`src/rtl/am_demod_pkg.sv`:
```
package am_demod_pkg;
  localparam int unsigned SAMPLE_W  = 8;
  localparam int unsigned COEF_W    = 17;
  localparam int unsigned TAPS      = 4;
  localparam int unsigned FRAC_W    = 16;
  localparam int unsigned MAG_W     = 8;
  localparam int unsigned AVG_DEPTH = 8;
  localparam int unsigned WB_ADR_W  = 4;
  localparam int unsigned WB_DW     = 32;

  // index 0 weights the newest sample
  localparam logic [TAPS-1:0][COEF_W-1:0] DEF_COEFS =
    {17'h18000, 17'h1C000, 17'h04000, 17'h08000};
endpackage

```
`src/rtl/am_bpf_fir.sv`:
```
module am_bpf_fir #(
  parameter int unsigned SAMPLE_W = 8,
  parameter int unsigned COEF_W   = 17,
  parameter int unsigned TAPS     = 4,
  parameter logic [TAPS-1:0][COEF_W-1:0] COEFS = '0,
  localparam int unsigned PROD_W  = SAMPLE_W + COEF_W,
  localparam int unsigned ACC_W   = PROD_W + $clog2(TAPS)
) (
  input  logic                       clk_i,
  input  logic                       rst_ni,
  input  logic                       vld_i,
  input  logic signed [SAMPLE_W-1:0] sample_i,
  output logic                       vld_o,
  output logic signed [ACC_W-1:0]    acc_o
);
  logic signed [SAMPLE_W-1:0] dly_q [TAPS];
  logic signed [PROD_W-1:0]   prod  [TAPS];

  always_ff @(posedge clk_i or negedge rst_ni) begin
    if (!rst_ni) begin
      for (int k = 0; k < TAPS; k++) dly_q[k] <= '0;
      vld_o <= 1'b0;
    end else begin
      vld_o <= vld_i;
      if (vld_i) begin
        dly_q[0] <= sample_i;
        for (int k = 1; k < TAPS; k++) dly_q[k] <= dly_q[k-1];
      end
    end
  end

  for (genvar k = 0; k < TAPS; k++) begin : g_tap
    logic signed [COEF_W-1:0] coef;
    assign coef    = $signed(COEFS[k]);
    assign prod[k] = dly_q[k] * coef;
  end

  always_comb begin
    acc_o = '0;
    for (int k = 0; k < TAPS; k++)
      acc_o = acc_o + {{(ACC_W-PROD_W){prod[k][PROD_W-1]}}, prod[k]};
  end
endmodule

```
`src/rtl/am_env_rect.sv`:
```
module am_env_rect #(
  parameter int unsigned ACC_W  = 27,
  parameter int unsigned FRAC_W = 16,
  parameter int unsigned MAG_W  = 8
) (
  input  logic                    clk_i,
  input  logic                    rst_ni,
  input  logic                    vld_i,
  input  logic signed [ACC_W-1:0] acc_i,
  output logic                    vld_o,
  output logic [MAG_W-1:0]        mag_o
);
  localparam logic signed [ACC_W-1:0] LIM = ACC_W'(2**MAG_W - 1);

  logic signed [ACC_W-1:0] scaled;
  logic signed [ACC_W-1:0] mag_abs;
  logic [MAG_W-1:0]        mag_d;

  assign scaled  = acc_i >>> FRAC_W;
  assign mag_abs = scaled[ACC_W-1] ? -scaled : scaled;
  assign mag_d   = (mag_abs > LIM) ? '1 : mag_abs[MAG_W-1:0];

  always_ff @(posedge clk_i or negedge rst_ni) begin
    if (!rst_ni) begin
      mag_o <= '0;
      vld_o <= 1'b0;
    end else begin
      vld_o <= vld_i;
      if (vld_i) mag_o <= mag_d;
    end
  end
endmodule

```
`src/rtl/am_mavg.sv`:
```
module am_mavg #(
  parameter int unsigned MAG_W = 8,
  parameter int unsigned DEPTH = 8,
  localparam int unsigned SH    = $clog2(DEPTH),
  localparam int unsigned SUM_W = MAG_W + SH
) (
  input  logic             clk_i,
  input  logic             rst_ni,
  input  logic             vld_i,
  input  logic [MAG_W-1:0] mag_i,
  output logic [SUM_W-1:0] sum_o,
  output logic [MAG_W-1:0] avg_o
);
  logic [MAG_W-1:0] fifo_q [DEPTH];
  logic [SUM_W-1:0] sum_q;

  always_ff @(posedge clk_i or negedge rst_ni) begin
    if (!rst_ni) begin
      for (int k = 0; k < DEPTH; k++) fifo_q[k] <= '0;
      sum_q <= '0;
    end else if (vld_i) begin
      fifo_q[0] <= mag_i;
      for (int k = 1; k < DEPTH; k++) fifo_q[k] <= fifo_q[k-1];
      sum_q <= sum_q + SUM_W'(mag_i) - SUM_W'(fifo_q[DEPTH-1]);
    end
  end

  assign sum_o = sum_q;
  assign avg_o = sum_q[SUM_W-1:SH];
endmodule

```
`src/rtl/am_wb_thresh.sv`:
```
module am_wb_thresh #(
  parameter int unsigned ADR_W = 4,
  parameter int unsigned DW    = 32,
  parameter int unsigned THR_W = 8,
  parameter logic [THR_W-1:0] THR_RST = '0
) (
  input  logic             clk_i,
  input  logic             rst_ni,
  input  logic             cyc_i,
  input  logic             stb_i,
  input  logic             we_i,
  input  logic [ADR_W-1:0] adr_i,
  input  logic [DW-1:0]    dat_i,
  input  logic [DW/8-1:0]  sel_i,
  output logic [DW-1:0]    dat_o,
  output logic             ack_o,
  output logic [THR_W-1:0] thr_o
);
  logic req, hit;
  logic unused_bits;

  assign req = cyc_i & stb_i & ~ack_o;
  assign hit = (adr_i == '0);
  assign unused_bits = ^{dat_i[DW-1:THR_W], sel_i[DW/8-1:1]};

  always_ff @(posedge clk_i or negedge rst_ni) begin
    if (!rst_ni) begin
      ack_o <= 1'b0;
      dat_o <= '0;
      thr_o <= THR_RST;
    end else begin
      ack_o <= req;
      if (req) begin
        dat_o <= hit ? DW'(thr_o) : '0;
        if (we_i && hit && sel_i[0]) thr_o <= dat_i[THR_W-1:0];
      end
    end
  end
endmodule

```
`src/rtl/am_env_demod.sv`:
```
module am_env_demod
  import am_demod_pkg::*;
#(
  parameter int unsigned SMP_W  = SAMPLE_W,
  parameter int unsigned CF_W   = COEF_W,
  parameter int unsigned NTAPS  = TAPS,
  parameter int unsigned FRAC   = FRAC_W,
  parameter int unsigned ENV_W  = MAG_W,
  parameter int unsigned DEPTH  = AVG_DEPTH,
  parameter int unsigned ADR_W  = WB_ADR_W,
  parameter int unsigned DW     = WB_DW,
  parameter logic [NTAPS-1:0][CF_W-1:0] COEFS = DEF_COEFS,
  localparam int unsigned ACC_W = SMP_W + CF_W + $clog2(NTAPS),
  localparam int unsigned SUM_W = ENV_W + $clog2(DEPTH)
) (
  input  logic             clk_i,
  input  logic             rst_ni,
  input  logic [SMP_W-1:0] sample_i,
  input  logic             sample_vld_i,
  output logic             bit_o,
  input  logic             wb_cyc_i,
  input  logic             wb_stb_i,
  input  logic             wb_we_i,
  input  logic [ADR_W-1:0] wb_adr_i,
  input  logic [DW-1:0]    wb_dat_i,
  input  logic [DW/8-1:0]  wb_sel_i,
  output logic [DW-1:0]    wb_dat_o,
  output logic             wb_ack_o
);
  localparam logic [ENV_W-1:0] THR_RST = ENV_W'(2**(ENV_W-1));

  logic                    fir_vld, mag_vld;
  logic signed [ACC_W-1:0] fir_acc;
  logic [ENV_W-1:0]        mag, avg, thr_q;
  logic [SUM_W-1:0]        sum;

  am_bpf_fir #(.SAMPLE_W(SMP_W), .COEF_W(CF_W), .TAPS(NTAPS), .COEFS(COEFS)) u_fir (
    .clk_i, .rst_ni,
    .vld_i(sample_vld_i), .sample_i($signed(sample_i)),
    .vld_o(fir_vld), .acc_o(fir_acc)
  );

  am_env_rect #(.ACC_W(ACC_W), .FRAC_W(FRAC), .MAG_W(ENV_W)) u_rect (
    .clk_i, .rst_ni,
    .vld_i(fir_vld), .acc_i(fir_acc),
    .vld_o(mag_vld), .mag_o(mag)
  );

  am_mavg #(.MAG_W(ENV_W), .DEPTH(DEPTH)) u_mavg (
    .clk_i, .rst_ni,
    .vld_i(mag_vld), .mag_i(mag),
    .sum_o(sum), .avg_o(avg)
  );

  am_wb_thresh #(.ADR_W(ADR_W), .DW(DW), .THR_W(ENV_W), .THR_RST(THR_RST)) u_wb (
    .clk_i, .rst_ni,
    .cyc_i(wb_cyc_i), .stb_i(wb_stb_i), .we_i(wb_we_i),
    .adr_i(wb_adr_i), .dat_i(wb_dat_i), .sel_i(wb_sel_i),
    .dat_o(wb_dat_o), .ack_o(wb_ack_o), .thr_o(thr_q)
  );

  // slicer compares every cycle so a new threshold applies at once
  always_ff @(posedge clk_i or negedge rst_ni) begin
    if (!rst_ni) bit_o <= 1'b0;
    else         bit_o <= (avg > thr_q);
  end
endmodule

```
`config.mk`:
```
export PLATFORM = sky130hd
export DESIGN_NAME = am_env_demod
export DESIGN_NICKNAME = d
export VERILOG_FILES = /design/src/rtl/am_demod_pkg.sv /design/src/rtl/am_bpf_fir.sv /design/src/rtl/am_env_rect.sv /design/src/rtl/am_mavg.sv /design/src/rtl/am_wb_thresh.sv /design/src/rtl/am_env_demod.sv
export SDC_FILE = /design/constraint.sdc
export NUM_CORES = 1
export LEC_CHECK = 0
export BUFFER_PORTS_ARGS = -buffer_cell sky130_fd_sc_hd__buf_2
export CAP_MARGIN = 25
export CORE_MARGIN = 2
export CORE_UTILIZATION = 59
export DETAILED_ROUTE_END_ITERATION = 16
export GPL_TIMING_DRIVEN = 0
export PLACE_DENSITY_LB_ADDON = 0.12
export SYNTH_ARGS = -nofsm -noshare
export SYNTH_HDL_FRONTEND = slang
export SYNTH_HIERARCHICAL = 1
export SYNTH_SLANG_ARGS = --single-unit
```
`constraint.sdc`:
```
create_clock -name clk_i -period 6.2 [get_ports clk_i]
set_input_delay 1.86 -clock clk_i [delete_from_list [all_inputs] [get_ports clk_i]]
set_output_delay 1.86 -clock clk_i [all_outputs]
set_load 0.02 [all_outputs]
```
=== After elaboration in Yosys (flattened, before gate mapping) ===
Index checks and enable logic that the tools add are counted.

* Register bits: 159
* Bits of input ports: 54
* Output and inout port bits: 34
* Word-level logic and storage cells: 40

* $add $sub $neg: 8
* Magnitude comparators: 2
* Mux-type cells: 3
* Bitwise operators: 3
* Reduce and logical (&&, ||, !) cells: 4

{| class="wikitable"
|+ Operators by type and width
! operator !! count
|-
| 27-bit adder || 2
|-
| 27-bit by 9-bit > comparator with 1-bit output, second input constant || 1
|-
| 27-bit two-way mux || 1
|-
| 11-bit negation with 27-bit output || 1
|-
| 23-bit by 22-bit adder with 24-bit output || 1
|-
| 8-bit two-way mux || 2
|-
| 11-bit by 8-bit adder with 11-bit output || 1
|-
| 8-bit negation with 11-bit output || 1
|-
| 11-bit by 8-bit subtractor with 11-bit output || 1
|-
| 8-bit negation with 10-bit output || 1
|-
| 8-bit > comparator || 1
|-
| 4-bit zero test || 1
|-
| 1-bit AND || 2
|-
| 1-bit logical AND || 2
|-
| 2-bit AND reduction || 1
|-
| 1-bit NOT || 1
|}

=== Depth between registers and ports, before layout ===
* Depth in word-level cells: 7
* Depth in mapped cells: 23
* Mapped depth without buffers: 23

=== By module ===
Netlist, hierarchy kept.

{| class="wikitable"
|+ Modules (own cells, without submodules)
! module !! times used !! cells each !! area each (µm²) !! sequential area each (µm²)
|-
| am_mavg || 1 || 276 || 3570.9 || 1876.8
|-
| am_bpf_fir || 1 || 277 || 2721.4 || 825.8
|-
| am_wb_thresh || 1 || 65 || 820.8 || 426.7
|-
| am_env_rect || 1 || 58 || 554.3 || 225.2
|-
| am_env_demod || 1 || 28 || 241.5 || 25.0
|}

=== Worst setup path after synthesis ===
No wires, ideal clock.

* Path type: register to register
* Start: reg u_fir/dly_q[10] (netlist bit)
* End: reg u_rect.mag_o[1]
* Setup time: 0.139 ns
* Arrival time: 4.778 ns
* Required time: 6.061 ns
* Setup slack: 1.283 ns
* Stages on the path, launching flop included: 19
* Path buffers: 0
* Period minus slack after synthesis: 4.917 ns
* Cell sequence: dfrtp_1 -> nor3_1 -> nor3b_1 -> xnor2_1 -> fa_1 -> ha_1 -> nand2_1 -> a21boi_1 -> a31o_1 -> o41ai_2 -> xnor2_1 -> ha_1 -> a211oi_1 -> nand3_1 -> a221oi_1 -> inv_1 -> a311o_1 -> a211oi_4 -> a31oi_1

* Word-level cells in the longest chain between the ends: 7

{| class="wikitable"
|+ RTL lines
! element !! line !! source
|-
| start: declaration || am_bpf_fir.sv:16 || <nowiki>logic signed [SAMPLE_W-1:0] dly_q [TAPS];</nowiki>
|-
| 8-bit negation with 11-bit output (implied by the code) * || am_bpf_fir.sv:35 || <nowiki>assign prod[k] = dly_q[k] * coef;</nowiki>
|-
| 27-bit adder * (2 in series) || am_bpf_fir.sv:41 || <nowiki>acc_o = acc_o + {{(ACC_W-PROD_W){prod[k][PROD_W-1]}}, prod[k]};</nowiki>
|-
| named net fir_acc[26] || am_env_demod.sv:33 || <nowiki>logic signed [ACC_W-1:0] fir_acc;</nowiki>
|-
| 11-bit negation with 27-bit output || am_env_rect.sv:20 || <nowiki>assign mag_abs = scaled[ACC_W-1] ? -scaled : scaled;</nowiki>
|-
| 27-bit two-way mux * || am_env_rect.sv:20 ||
|-
| 27-bit by 9-bit > comparator with 1-bit output || am_env_rect.sv:21 || <nowiki>assign mag_d = (mag_abs > LIM) ? '1 : mag_abs[MAG_W-1:0];</nowiki>
|-
| 8-bit two-way mux * || am_env_rect.sv:21 ||
|-
| end signal: assignment || am_env_rect.sv:29 || <nowiki>if (vld_i) mag_o <= mag_d;</nowiki>
|-
| end: declaration || am_env_rect.sv:11 || <nowiki>output logic [MAG_W-1:0] mag_o</nowiki>
|}

The timed path passes the listed nets; every way through them passes the cells marked *.
A chain may end at the register's enable or synchronous reset.

=== Final worst setup path ===
* Start: reg u_fir/dly_q[10] (netlist bit)
* End: reg u_rect.mag_o[3]

Same word-level chain as after synthesis.

==> impl_metrics.yaml <==
global_routing:
  grt_use_total_pct: 22.5
  grt_pass1_wl_microns: 25300
  grt_max_degree: 99
  antenna_found_initial: 0
  overflow: 0
  grt_pass1_vias: 5277
timing:
  skew_ns: 0.00842
  tns_ns: 0
  hold_viol: 0
  drv_slew: 0
  grt_setup_unrepaired: "false"
  max_freq_mhz: 181
  slew_headroom_pct: 54.0
  setup_viol: 0
  post-route-period-util_pct: 89.0
  period_needed_ns: 5.52
  worst_slew_pin_slew_ns: 0.690
clocking:
  htree_levels: 4
  clock_insertion_delay_worst_skew_ns: 0.42
  ctsRootBufferMaster: "clkbuf_16"
  cts_num_sinks: 135
  post_cts_buffers: 0
  cts.clk_slew.worst_paths_ns: 0.06
  cts_tree: "built"
  numCtsBuffers: 17
  clockBufferDepth: 2
place:
  dpl.cell_count: 913
  gp_congestion: 0.812
  portBuffers: 36
  dpl-instance-area_sq_um: 8260
  dp_hpwl_microns: 10900
detailed_routing:
  drc: 0
  dr.pass1.iters: 4
  viasPerCell: 5.46
  avgRoutedWirePerCell_microns: 15.6
  ant_nets: 0
  routed_wl_microns: 14800
  drt_iter0_drc: 308
  num_vias: 5163
die:
  start_util_pct: 60.8
  die_y_microns: 119
  die_x_microns: 119
  die-area_sq_um: 14100
  placementRows: 41
  fp.coreArea_sq_um: 12700
  num_io_pins: 88
setup_path:
  critical_path.max_stage_delay_ns: 0.45
  worstPathMaxFanout: 8
  r2r_start: "u_fir/dly_q[10]"
  worstPathRequired_ns: 6.48
  end_kind: "flop"
  critical_path_arrival_ns: 5.79
  cp_slowest_cell: "fa_1"
  start_kind: "flop"
  crit_type: "flop to flop"
  crit_chain: "nor3_1 -> nor3b_1 -> xnor2_1 -> fa_1 -> ha_1 -> nand3_1 -> o2111ai_1 -> a21o_1 -> a21oi_1 -> xnor2_1 -> ha_1 -> o21ai_0 -> a21oi_1 -> nor2_1 -> nor3b_1 -> a221oi_2 -> inv_1 -> a311o_1 -> a211oi_4 -> a31oi_1"
  cp-startpoint: "u_fir/dly_q[10]"
logic_synthesis:
  synth_area_sq_um: 7740
  yosysWarnings: 6
  syn_avg_cell_area_sq_um: 11.4
  syn_inst: 681
worst_hold_path:
  holdCritStartpoint: "u_fir/vld_o"
  min_path_type: "flop to flop"
final_layout:
  diodes: 0
  final_util_pct: 69.7
  nets: 879
  fin_cells: 945
  final_area_sq_um: 8870
  drive_gt1_share_pct: 26.6
  syn2layout_area_growth_pct: 14.6
flow_run:
  max_cap_viol_count: 0
outcome:
  status: "finished, final reports clean"
## layout by cell type, fill, tap and decap left out, types with 4 or more instances in the layout
cell and n:
nor2b_1 6, a21oi_1 22, a31oi_1 11, mux2_2 94, xnor2_1 29, buf_2 37, clkbuf_1 9, buf_1 4
nand3_1 8, nor3_1 7, mux2i_1 4, a211oi_1 6, xor2_1 13, a21o_1 11, clkinv_2 4, fa_1 20
o21ai_0 22, nand2_1 29, conb_1 24, ha_1 45, dfrtp_1 134, clkbuf_16 17, buf_4 25, nor2_1 33
inv_1 72, a22o_1 8
## path summary, 6_finish.rpt
| kind | end | slack [ns] | cells after the start |
|---|---|---|---|
| setup / recovery | u_rect/mag_o[3] | 0.68 | 20 |
| hold / removal | u_rect/vld_o | 0.38 | 0 |
| setup reg to reg | u_rect/mag_o[3] | 0.68 | 20 |
| hold reg to reg | u_rect/vld_o | 0.38 | 0 |
| max in group asynchronous | u_fir/dly_q[29] | 4.06 | 2 |
| min in group asynchronous | u_mavg/fifo_q[31] | 1.34 | 1 |
## metrics by stage
stage / worst slack [ns] / hold slack, ns
global placement: 0.540 / 0.362
floorplan: 1.28 / 0.352
global route: 0.215 / 0.394
finish: 0.684 / 0.379
CTS: 0.361 / 0.385
detailed placement: 0.411 / 0.372
## state kept, by name (all words and copies together), names as in the netlist, 8 cells and up
name / flops
u_mavg/fifo_q: 64
u_fir/dly_q: 32
u_mavg/sum_o: 11
u_rect/mag_o: 8
u_wb/dat_o: 8
u_wb/thr_o: 8
## critical path, delay by kind of cell, from the launching register on
family	cells	cell delay (ns)
adders and majority gates	3	1.21
xor gates and xnor gates	2	0.31
AOI/OAI and AO/OA	9	2.31
buffers and inverters	1	0.24
DFF	1	0.43
and+or+nand+nor	5	0.87
## routing by layer
layer	GRT usage, %	routed length (microns)	part of all wire [%]	vias to the layer above
li1	-	-	-	2474
met1	31.2	6920	47	2555
met2	34.6	6990	47	118
met3	5.98	673	4.6	16
met4	7.22	191	1.3	0
met5	0	0	0	-
## what timing repair did
| item | CTS | global route |
|---|---|---|
| endpoints found under the setup margin | 0 | 8 |
| hold buffers | 0 | 0 |
| resized for setup | 0 | 1 |
## final cells by class
type	count	area (sq um)
clock buffer	18	439
buffer	41	254
tap	172	215
timing repair buffer	37	214
multi-input combinational	456	3930
inverter	72	270
sequential	135	3380
fill	988	3850
clock inverter	14	173
Power is left out: the tool's default activity adds up to more than one toggle a clock period on the data nets, which glitch-free logic cannot reach.
